$ cat src/rtl/pgwalk_pkg.sv
package pgwalk_pkg;

    localparam int VA_W      = 32;
    localparam int OFF_W     = 12;
    localparam int VPN_W     = 10;
    localparam int PPN_W     = 22;
    localparam int PPN0_W    = 10;
    localparam int PPN1_W    = PPN_W - PPN0_W;
    localparam int PA_W      = PPN_W + OFF_W;
    localparam int PTE_W     = 32;
    localparam int PTE_LOG   = 2;
    localparam int FLAG_W    = 10;
    localparam int CAUSE_W   = 4;

    localparam int B_V = 0;
    localparam int B_R = 1;
    localparam int B_W = 2;
    localparam int B_X = 3;
    localparam int B_U = 4;
    localparam int B_A = 6;
    localparam int B_D = 7;

    typedef enum logic [1:0] {
        ACC_LOAD  = 2'd0,
        ACC_STORE = 2'd1,
        ACC_FETCH = 2'd2
    } acc_e;

    typedef enum logic [2:0] {
        ST_IDLE,
        ST_RD_ISSUE,
        ST_RD_WAIT,
        ST_CAS_ISSUE,
        ST_CAS_WAIT,
        ST_DONE
    } state_e;

    typedef enum logic [1:0] {
        EV_DESCEND,
        EV_PAGE_FAULT,
        EV_LEAF_OK,
        EV_NEED_AD
    } eval_e;

    function automatic logic [CAUSE_W-1:0] fault_cause(acc_e acc, logic page);
        logic [CAUSE_W-1:0] c;
        unique case (acc)
            ACC_FETCH: c = page ? 4'd12 : 4'd1;
            ACC_STORE: c = page ? 4'd15 : 4'd7;
            default:   c = page ? 4'd13 : 4'd5;
        endcase
        return c;
    endfunction

endpackage

$ cat src/rtl/pgwalk_pte_eval.sv
module pgwalk_pte_eval
    import pgwalk_pkg::*;
(
    input  logic [PTE_W-1:0] pte,
    input  logic             lvl_top,
    input  acc_e             acc,
    input  logic             priv_s,
    input  logic             sum,
    input  logic             mxr,
    output eval_e            verdict,
    output logic [PTE_W-1:0] pte_upd
);

    logic v, r, w, x, u, a, d;
    logic kind_ok, priv_ok, misaligned;

    assign v = pte[B_V];
    assign r = pte[B_R];
    assign w = pte[B_W];
    assign x = pte[B_X];
    assign u = pte[B_U];
    assign a = pte[B_A];
    assign d = pte[B_D];

    assign misaligned = lvl_top && (pte[FLAG_W +: PPN0_W] != '0);

    always_comb begin
        unique case (acc)
            ACC_STORE: kind_ok = w;
            ACC_FETCH: kind_ok = x;
            default:   kind_ok = r || (x && mxr);
        endcase
    end

    always_comb begin
        if (!priv_s) begin
            priv_ok = u;
        end else if (u) begin
            priv_ok = (acc != ACC_FETCH) && sum;
        end else begin
            priv_ok = 1'b1;
        end
    end

    always_comb begin
        if (!v || (!r && w)) begin
            verdict = EV_PAGE_FAULT;
        end else if (!r && !x) begin
            verdict = lvl_top ? EV_DESCEND : EV_PAGE_FAULT;
        end else if (!kind_ok || !priv_ok || misaligned) begin
            verdict = EV_PAGE_FAULT;
        end else if (!a || ((acc == ACC_STORE) && !d)) begin
            verdict = EV_NEED_AD;
        end else begin
            verdict = EV_LEAF_OK;
        end
    end

    always_comb begin
        pte_upd      = pte;
        pte_upd[B_A] = 1'b1;
        if (acc == ACC_STORE) begin
            pte_upd[B_D] = 1'b1;
        end
    end

endmodule

$ cat src/rtl/pgwalk_addr.sv
module pgwalk_addr
    import pgwalk_pkg::*;
(
    input  logic [PPN_W-1:0] base_ppn,
    input  logic             lvl_top,
    input  logic [VA_W-1:0]  vaddr,
    input  logic [PTE_W-1:0] leaf,
    output logic [PA_W-1:0]  pte_addr,
    output logic [PA_W-1:0]  paddr
);

    localparam int VPN0_LSB = OFF_W;
    localparam int VPN1_LSB = OFF_W + VPN_W;
    localparam int IDX_PAD  = OFF_W - VPN_W - PTE_LOG;

    logic [VPN_W-1:0] vpn_sel;

    assign vpn_sel  = lvl_top ? vaddr[VPN1_LSB +: VPN_W] : vaddr[VPN0_LSB +: VPN_W];
    assign pte_addr = {base_ppn, {IDX_PAD{1'b0}}, vpn_sel, {PTE_LOG{1'b0}}};

    always_comb begin
        if (lvl_top) begin
            paddr = {leaf[FLAG_W + PPN0_W +: PPN1_W], vaddr[VPN0_LSB +: VPN_W], vaddr[OFF_W-1:0]};
        end else begin
            paddr = {leaf[FLAG_W +: PPN_W], vaddr[OFF_W-1:0]};
        end
    end

endmodule

$ cat src/rtl/pgwalk_top.sv
module pgwalk_top
    import pgwalk_pkg::*;
(
    input  logic               clk,
    input  logic               rst_n,
    input  logic               req_valid,
    output logic               req_ready,
    input  logic [VA_W-1:0]    req_vaddr,
    input  logic [1:0]         req_acc,
    input  logic               req_priv_s,
    input  logic               req_sum,
    input  logic               req_mxr,
    input  logic               ad_update_en,
    input  logic [PPN_W-1:0]   root_ppn,
    output logic               mem_req_valid,
    output logic               mem_req_cas,
    output logic [PA_W-1:0]    mem_req_addr,
    output logic [PTE_W-1:0]   mem_req_cmp,
    output logic [PTE_W-1:0]   mem_req_wdata,
    input  logic               mem_rsp_valid,
    input  logic [PTE_W-1:0]   mem_rsp_rdata,
    input  logic               mem_rsp_fault,
    output logic               rsp_valid,
    output logic               rsp_ok,
    output logic [CAUSE_W-1:0] rsp_cause,
    output logic [PA_W-1:0]    rsp_paddr
);

    state_e             state_q, state_n;
    logic [VA_W-1:0]    va_q;
    acc_e               acc_q, acc_in;
    logic               priv_q, sum_q, mxr_q, aden_q;
    logic [PPN_W-1:0]   base_q;
    logic               lvl_q;
    logic [PTE_W-1:0]   pte_q, upd_q;
    logic               ok_q;
    logic [CAUSE_W-1:0] cause_q;
    logic [PA_W-1:0]    pa_q;

    logic [PTE_W-1:0]   pte_src, pte_upd;
    eval_e              verdict;
    logic [PA_W-1:0]    pte_addr, leaf_pa;

    logic               fin, fin_ok, fin_page, go_down;

    assign acc_in  = (req_acc == 2'd1) ? ACC_STORE : (req_acc == 2'd2) ? ACC_FETCH : ACC_LOAD;
    assign pte_src = (state_q == ST_CAS_WAIT) ? pte_q : mem_rsp_rdata;

    pgwalk_pte_eval u_eval (
        .pte     (pte_src),
        .lvl_top (lvl_q),
        .acc     (acc_q),
        .priv_s  (priv_q),
        .sum     (sum_q),
        .mxr     (mxr_q),
        .verdict (verdict),
        .pte_upd (pte_upd)
    );

    pgwalk_addr u_addr (
        .base_ppn (base_q),
        .lvl_top  (lvl_q),
        .vaddr    (va_q),
        .leaf     (pte_src),
        .pte_addr (pte_addr),
        .paddr    (leaf_pa)
    );

    // next-state and completion decode
    always_comb begin
        state_n  = state_q;
        fin      = 1'b0;
        fin_ok   = 1'b0;
        fin_page = 1'b0;
        go_down  = 1'b0;
        unique case (state_q)
            ST_IDLE: begin
                if (req_valid) state_n = ST_RD_ISSUE;
            end
            ST_RD_ISSUE: state_n = ST_RD_WAIT;
            ST_RD_WAIT: begin
                if (mem_rsp_valid) begin
                    if (mem_rsp_fault) begin
                        fin = 1'b1;
                    end else begin
                        unique case (verdict)
                            EV_DESCEND: begin
                                go_down = 1'b1;
                                state_n = ST_RD_ISSUE;
                            end
                            EV_LEAF_OK: begin
                                fin    = 1'b1;
                                fin_ok = 1'b1;
                            end
                            EV_NEED_AD: begin
                                if (aden_q) begin
                                    state_n = ST_CAS_ISSUE;
                                end else begin
                                    fin      = 1'b1;
                                    fin_page = 1'b1;
                                end
                            end
                            default: begin
                                fin      = 1'b1;
                                fin_page = 1'b1;
                            end
                        endcase
                    end
                end
            end
            ST_CAS_ISSUE: state_n = ST_CAS_WAIT;
            ST_CAS_WAIT: begin
                if (mem_rsp_valid) begin
                    if (mem_rsp_fault) begin
                        fin = 1'b1;
                    end else if (mem_rsp_rdata != pte_q) begin
                        state_n = ST_RD_ISSUE;
                    end else begin
                        fin    = 1'b1;
                        fin_ok = 1'b1;
                    end
                end
            end
            ST_DONE: state_n = ST_IDLE;
            default: state_n = ST_IDLE;
        endcase
        if (fin) state_n = ST_DONE;
    end

    always_ff @(posedge clk) begin
        if (!rst_n) state_q <= ST_IDLE;
        else        state_q <= state_n;
    end

    always_ff @(posedge clk) begin
        if (!rst_n) begin
            va_q    <= '0;
            acc_q   <= ACC_LOAD;
            priv_q  <= 1'b0;
            sum_q   <= 1'b0;
            mxr_q   <= 1'b0;
            aden_q  <= 1'b0;
            base_q  <= '0;
            lvl_q   <= 1'b1;
            pte_q   <= '0;
            upd_q   <= '0;
            ok_q    <= 1'b0;
            cause_q <= '0;
            pa_q    <= '0;
        end else begin
            if (state_q == ST_IDLE && req_valid) begin
                va_q   <= req_vaddr;
                acc_q  <= acc_in;
                priv_q <= req_priv_s;
                sum_q  <= req_sum;
                mxr_q  <= req_mxr;
                aden_q <= ad_update_en;
                base_q <= root_ppn;
                lvl_q  <= 1'b1;
            end
            if (state_q == ST_RD_WAIT && mem_rsp_valid) begin
                pte_q <= mem_rsp_rdata;
                upd_q <= pte_upd;
            end
            if (go_down) begin
                base_q <= mem_rsp_rdata[FLAG_W +: PPN_W];
                lvl_q  <= 1'b0;
            end
            if (fin) begin
                ok_q    <= fin_ok;
                cause_q <= fin_ok ? '0 : fault_cause(acc_q, fin_page);
                pa_q    <= fin_ok ? leaf_pa : '0;
            end
        end
    end

    // outputs from state
    always_comb begin
        req_ready     = (state_q == ST_IDLE);
        mem_req_valid = (state_q == ST_RD_ISSUE) || (state_q == ST_CAS_ISSUE);
        mem_req_cas   = (state_q == ST_CAS_ISSUE);
        mem_req_addr  = pte_addr;
        mem_req_cmp   = pte_q;
        mem_req_wdata = upd_q;
        rsp_valid     = (state_q == ST_DONE);
        rsp_ok        = ok_q;
        rsp_cause     = cause_q;
        rsp_paddr     = pa_q;
    end

    // accepted request holds off further requests
    p_accept_busy_r1: assert property (@(posedge clk) disable iff (!rst_n)
        req_valid && req_ready |=> !req_ready);

    // result is a single-cycle pulse followed by idle
    p_rsp_pulse_r1: assert property (@(posedge clk) disable iff (!rst_n)
        rsp_valid |=> !rsp_valid && req_ready);

    // memory request lasts one cycle
    p_mem_pulse_r2: assert property (@(posedge clk) disable iff (!rst_n)
        mem_req_valid |=> !mem_req_valid);

    // first read after acceptance targets the root table
    p_root_read_r2: assert property (@(posedge clk) disable iff (!rst_n)
        mem_req_valid && $past(req_ready) && $past(req_valid) |->
            mem_req_addr[PA_W-1:OFF_W] == $past(root_ppn));

    // fault results carry a nonzero cause
    p_fault_cause_r3: assert property (@(posedge clk) disable iff (!rst_n)
        rsp_valid && !rsp_ok |-> rsp_cause != '0);

    // compare-and-write only adds A/D flags to the compared entry
    p_cas_flags_r10: assert property (@(posedge clk) disable iff (!rst_n)
        mem_req_valid && mem_req_cas |->
            mem_req_wdata[B_A] &&
            ((mem_req_wdata & ~(32'h1 << B_A) & ~(32'h1 << B_D)) ==
             (mem_req_cmp   & ~(32'h1 << B_A) & ~(32'h1 << B_D))));

    // page offset passes through on success
    p_offset_r12: assert property (@(posedge clk) disable iff (!rst_n)
        rsp_valid && rsp_ok |-> rsp_paddr[OFF_W-1:0] == va_q[OFF_W-1:0]);

endmodule

$ cat config.mk
export PLATFORM = sky130hd
export DESIGN_NAME = pgwalk_top
export DESIGN_NICKNAME = d
export VERILOG_FILES = /design/src/rtl/pgwalk_pkg.sv /design/src/rtl/pgwalk_pte_eval.sv /design/src/rtl/pgwalk_addr.sv /design/src/rtl/pgwalk_top.sv
export SDC_FILE = /design/constraint.sdc
export NUM_CORES = 1
export LEC_CHECK = 0
export ABC_CLOCK_PERIOD_IN_PS = 3200
export CORE_MARGIN = 2
export CORE_UTILIZATION = 28
export CTS_CLUSTER_DIAMETER = 50
export DETAILED_ROUTE_END_ITERATION = 16
export GPL_ROUTABILITY_DRIVEN = 0
export HOLD_SLACK_MARGIN = 0.03
export SLEW_MARGIN = 20
export SYNTH_ARGS = -nofsm -noshare
export SYNTH_HDL_FRONTEND = slang
export SYNTH_SLANG_ARGS = --single-unit
$ cat constraint.sdc
create_clock -name clk -period 3.2 [get_ports clk]
set_clock_uncertainty 0.15 [all_clocks]
set_input_delay 0.32 -clock clk [delete_from_list [all_inputs] [get_ports clk]]
set_output_delay 0.32 -clock clk [all_outputs]
set_load 0.01 [all_outputs]
Word level (Yosys, flattened, before mapping):

Cells that the tools add are included.

* flip-flop bits (word level): 167
* input bits: 97
* output and inout port bits: 141
* word-level logic and storage cells: 130

* bitwise operators: 1
* eq/ne operators: 29
* reductions and logical operators: 29
* muxes and demuxes: 56

Operators with widths (number)
* $mux W22: 3
* $mux W34: 1
* $mux W32: 1
* $ne A32 B32 Y1: 1
* $mux W1: 25
* $mux W3: 8
* $mux W4: 4
* $reduce_and A8 Y1: 2
* $ne A3 B3 Y1 const B: 5
* $pmux W3 S5: 1
* $ne A2 B2 Y1 const B: 6
* $mux W10: 1
* $mux W2: 5
* $pmux W1 S2: 5
* $reduce_bool A10 Y1: 1
* $eq A2 B2 Y1 const B: 4
* $logic_and A1 B1 Y1: 8
* $pmux W4 S2: 1
* $logic_not A1 Y1: 7
* $eq A3 B2 Y1 const B: 2
* $eq A3 B3 Y1 const B: 2
* $logic_or A1 B1 Y1: 6
* $ne A3 B2 Y1 const B: 2
* $pmux W3 S2: 1
* 11 further kinds: 13

Depth between registers and ports, before layout:

* word-level depth: 20
* depth in mapped cells: 13
* gate-level depth less buffers: 10

By module:

Synthesis repeated with hierarchy kept, for this count alone.

* cell total of the unflattened synthesis: 933
* area, all modules: 7936.4 um^2

By module, submodules not included
* pgwalk_top: cells each 808, instances 1, seq. area each 3343.2 um^2, area an instance 6854.1 um^2
* pgwalk_addr: cells each 71, instances 1, seq. area each 0.0 um^2, area an instance 686.9 um^2
* pgwalk_pte_eval: cells each 54, instances 1, seq. area each 0.0 um^2, area an instance 395.4 um^2

Least setup slack after synthesis:

No wires, ideal clock.

* kind: reg2reg
* from: register state_q[0]
* to: register pa_q[25] (netlist: rsp_paddr[25])
* setup time: 0.070 ns
* buffers on the path: 5
* path slack: 0.143 ns
* arrival time: 2.836 ns
* stages on the path, launching flop included: 13
* data required time: 2.980 ns
* cell sequence: dfxtp_1 -> buf_6 -> or3b_1 -> buf_6 -> buf_2 -> mux2i_1 -> a311oi_1 -> a31oi_2 -> o31ai_4 -> o21a_4 -> buf_8 -> buf_12 -> o2bb2ai_1

* word-level cells in the longest chain between the ends: 17
* elaborated cells between the ends (all ways): 40
* those cells by class: eq/ne: 4; mux: 17; reduce/logical: 19

RTL lines
* start, declared: line pgwalk_top.sv:29 `state_e state_q, state_n;`
* start signal, assigned: line pgwalk_top.sv:132 `else state_q <= state_n;`
* $eq A3 B3 Y1: line pgwalk_top.sv:47, pgwalk_top.sv:76
* $mux W32: line pgwalk_top.sv:47 `assign pte_src = (state_q == ST_CAS_WAIT) ? pte_q : mem_rsp_rdata;`
* $logic_and A1 B1 Y1: line pgwalk_pte_eval.sv:31 `default: kind_ok = r || (x && mxr);`
* $logic_or A1 B1 Y1: line pgwalk_pte_eval.sv:31
* $pmux W1 S2: line pgwalk_pte_eval.sv:28 `unique case (acc)`
* $logic_not A1 Y1: line pgwalk_pte_eval.sv:50 `end else if (!kind_ok || !priv_ok || misaligned) begin`
* $logic_or A1 B1 Y1 (2 in a row): line pgwalk_pte_eval.sv:50
* $mux W2: line pgwalk_pte_eval.sv:50
* $mux W2: line pgwalk_pte_eval.sv:48 `end else if (!r && !x) begin`
* $mux W2: line pgwalk_pte_eval.sv:46 `if (!v || (!r && w)) begin`
* $eq A2 B2 Y1: line pgwalk_top.sv:86 `unique case (verdict)`
* $mux W1: line pgwalk_top.sv:86
* $mux W1: line pgwalk_top.sv:83 `if (mem_rsp_fault) begin`
* $mux W1: line pgwalk_top.sv:82 `if (mem_rsp_valid) begin`
* $pmux W1 S2: line pgwalk_top.sv:76 `unique case (state_q)`
* $mux W34: line pgwalk_top.sv:172 `pa_q <= fin_ok ? leaf_pa : '0;`
* end signal, assigned: line pgwalk_top.sv:172
* end, declared: line pgwalk_top.sv:38 `logic [PA_W-1:0] pa_q;`

Parallel ways exist; a longest one is shown, timed or not.
A chain may end at the register's enable or synchronous reset.

Worst setup path after layout:

* from: register state_q[2]
* to: register cause_q[2] (netlist: rsp_cause[2])

* word-level cells in the longest chain between the ends: 20
* elaborated cells between the ends (all ways): 47
* those cells by class: eq/ne: 4; mux: 23; reduce/logical: 20

RTL lines
* $eq A3 B3 Y1: line pgwalk_top.sv:47, pgwalk_top.sv:76
* $mux W32: line pgwalk_top.sv:47
* $logic_and A1 B1 Y1: line pgwalk_pte_eval.sv:31
* $logic_or A1 B1 Y1: line pgwalk_pte_eval.sv:31
* $pmux W1 S2: line pgwalk_pte_eval.sv:28
* $logic_not A1 Y1: line pgwalk_pte_eval.sv:50
* $logic_or A1 B1 Y1 (2 in a row): line pgwalk_pte_eval.sv:50
* $mux W2: line pgwalk_pte_eval.sv:50
* [... 3 more ...]
* $reduce_or A2 Y1 (no line)
* $pmux W1 S2: line pgwalk_top.sv:86
* $mux W1: line pgwalk_top.sv:83
* $mux W1: line pgwalk_top.sv:82
* $mux W1: line pgwalk_top.sv:76
* $mux W4: line pgwalk_pkg.sv:48 `ACC_FETCH: c = page ? 4'd12 : 4'd1;`
* $pmux W4 S2: line pgwalk_pkg.sv:47 `unique case (acc)`
* $mux W4: line pgwalk_top.sv:171 `cause_q <= fin_ok ? '0 : fault_cause(acc_q, fin_page);`
* end signal, assigned: line pgwalk_top.sv:171
* end, declared: line pgwalk_top.sv:37 `logic [CAUSE_W-1:0] cause_q;`

Parallel ways exist; a longest one is shown, timed or not.

==> flow_metrics.py <==
metrics = {
    "yosys": {
        "ys_seq_area_frac": 0.453,
        "postSynth.asyncResetShare": 0,
        "synth_edf_count": 0,
        "syn_inst": 819,
        "yosys_register_bits": 167,
        "synthFlopType": "dfxtp_1",
        "yosysWarnings": 0,
        "syn_avg_cell_area_sq_um": 9.00,
        "synth_area_sq_mm": 0.00737,
        "synth_top_area_cell": "dfxtp_1",
        "synth_area_leaders": "dfxtp_1 45%, nand2_1 11%, a21boi_0 9.6%",
        "netlist.area_leader.share": 0.453,
        "synth.distinct_cells": 63,
    },
    "finish": {
        "fill_cells": 2643,
        "area_growth_pct": 47.4,
        "multi_input_area_sq_mm": 0.00373,
        "diodes": 0,
        "finalNonFillerCells": 1410,
        "final_util": 0.418,
        "final_net_count": 1161,
        "seq_area_sq_mm": 0.00334,
        "final_cell_mix": "234 x clkdlybuf4s50_1, 212 x nand2_1, 167 x dfxtp_1",
        "drive_gt1_frac": 0.105,
        "final_common_cell": "clkdlybuf4s50_1",
    },
    "placement": {
        "io_buffers": 235,
        "dp_cells": 1374,
        "dp_hpwl_mm": 18.6,
    },
    "clock_tree": {
        "clock_path_buffers": 2,
        "cts-root-buf": "clkbuf_16",
        "clkSinkCount": 167,
        "htreeDepth": 4,
        "cts_buffers": 17,
        "tritoncts": "yes",
        "clock_latency_ns": 0.42,
        "clk_pin_slew_ns": 0.07,
    },
    "sta": {
        "hold_viol": 0,
        "fmax_mhz": 323,
        "rsz0062_at_grt": "true",
        "drv_slew": 0,
        "setup_viol": 0,
        "post-route-min-period_ns": 3.09,
        "hold_ws_ns": 0.136,
        "slew_headroom": 0.310,
        "worst_pin_slew_ns": 1.02,
        "fin_crit_sh": 0.966,
    },
    "setup_path": {
        "reg2reg_from": "state_q[2]",
        "reg2reg_depth": 9,
        "rr_endpoint": "rsp_cause[2]",
        "end_kind": "register",
        "ff2ff_setup_slack_ns": 0.11,
        "critPathMaxFanout": 6,
        "critical_path_class": "register to register",
        "critical_path.cell_chain": "or3b_4, mux2_4, a221oi_1, a311oi_1, buf_4, o2111a_1, o21ai_2, or3b_2, o2bb2ai_1",
        "critPathLaunchType": "register",
        "cp_slowest_stage_delay_ns": 0.52,
        "path_delay_family": "compound AO/OA/AOI/OAI gates",
        "path_buf_inv": 1,
        "critPathSlowestCell": "or3b_2",
        "cp.required_ns": 3.40,
        "worstPathArrival_ns": 3.29,
    },
    "detailed_routing": {
        "first_iter_violations": 288,
        "drc_errors": 0,
        "wirelength_mm": 25.5,
        "drtAntennaViolNets": 0,
        "routedWlPerCell_um": 18.1,
        "vias": 6676,
        "firstDrtPassIters": 5,
        "vias_per_cell": 4.73,
    },
    "hold_path": {
        "worst_hold_path.endpoint": "lvl_q",
        "hp-start": "rst_n",
        "hold_class": "input port to register",
        "holdPathStages": 2,
    },
    "die": {
        "start_util": 0.284,
        "die_h_um": 166,
        "num_rows": 59,
        "die_w_um": 166,
        "core_sq_mm": 0.0260,
        "dieArea_sq_mm": 0.0277,
        "io_pins": 238,
    },
    "grt": {
        "grtUsageTotal": 0.178,
        "grt_pass1_vias": 6427,
        "grt-ovfl-total": 0,
        "grt_antenna_before_repair": 1,
        "grt_pass1_wl_mm": 38.3,
        "grt_max_degree": 45,
    },
    "status": {
        "status": "completed",
    },
    "power": {
        "power_density_mw_per_mm2": 476,
        "peakVddDrop_v": 0.000339,
        "p_leak_nw": 4.29,
        "p_total_mw": 5.17,
    },
    "run": {
        "maxCapViolations": 0,
    },
}
==> power breakdown <==
| group | total [mW] | internal, mW | switching (mW) |
|---|---|---|---|
| Clock | 2.03 | 1.11 | 0.912 |
| Sequential | 2.25 | 2.18 | 0.0732 |
| Combinational | 0.889 | 0.448 | 0.441 |
| Total | 5.17 | 3.74 | 1.43 |
==> routing by layer <==
layer	vias to the layer above	GRT usage	routed length, um
li1	3333	-	-
met1	3109	0.239	12100
met2	205	0.275	11100
met3	27	0.0589	1800
met4	2	0.0491	443
met5	-	0	11
==> area by class of cell <==
type	count	share of cell area
multi-input cells	584	0.343
flip-flops and latches	167	0.308
clock buffers	18	0.0404
repair buffers	284	0.255
clock inverters	14	0.0124
well taps	335	0.0386
inverters	8	0.00276
==> kinds of logic after synthesis <==
group | after synthesis | synth area share
mux | 38 | 0.0541
other cells | 1 | 0.000509
simple gates | 300 | 0.175
fa+ha+maj | 2 | 0.00339
compound gates | 209 | 0.229
xor+xnor | 32 | 0.0380
buf+inv | 70 | 0.0460
flops | 167 | 0.453
==> synthesized netlist by cell type (all sizes together), types with 2 or more instances <==
library cell and instances:
nand2 215, dfxtp 167, a21boi 95, clkbuf 46, xnor2 30, mux2i 26, nand3 26, a22o 22
o211a 22, o21ai 17, buf 16, o21a 15, nor2 14, o2bb2ai 14, mux2 12, nor3 9
inv 8, nand4 8, nor4 7, a21oi 6, a31oi 3, and2 3, nor2b 3, or3 3
a211o 2, a311oi 2, and3 2, ha 2, nand3b 2, nor4b 2, o31ai 2, or3b 2
xor2 2
==> worst max-delay path by stage <==
| stage | from | end | slack, ns | depth (start not counted) |
|---|---|---|---|---|
| 6_report | state_q[2] | rsp_cause[2] | 0.11 | 9 |
| 4_1_cts | state_q[2] | rsp_paddr[9] | 0.07 | 9 |
| 5_1_grt | acc_q[0] | rsp_paddr[9] | -0.006 | 11 |
| 3_3_place_gp | mem_rsp_rdata[29] | rsp_paddr[6] | -0.28 | 11 |
| 3_5_place_dp | mem_rsp_rdata[11] | rsp_paddr[16] | -0.25 | 9 |
| 2_1_floorplan | state_q[0] | rsp_paddr[25] | 0.14 | 12 |
==> stage by stage <==
stage	worst slack [ns]	area [sq um]	TNS [ns]
3_3_place_gp	-0.278	10200	-6.33
5_1_grt	-0.00612	10900	-0.00612
6_report	0.108	10900	0
2_1_floorplan	0.143	7380	0
4_1_cts	0.0677	10900	0
3_5_place_dp	-0.250	10200	-5.31
==> registers in the layout (all words and copies together), names as in the netlist <==
signal / count
rsp_cause: 4
acc_q: 2
rsp_paddr: 34
lvl_q: 1
mem_req_wdata: 32
state_q: 3
base_q: 22
aden_q: 1
mxr_q: 1
rsp_ok: 1
va_q: 32
mem_req_cmp: 32
priv_q: 1
sum_q: 1
==> repair_timing <==
item                                    in CTS  in global routing
resized for setup                            2                  1
gates cloned                                 1                  0
endpoints found under the setup margin      25                 38
pin swaps                                    2                  4
hold buffers                                 0                  0
buffers inserted                             1                  2
Power figures use the tool's default switching activity.
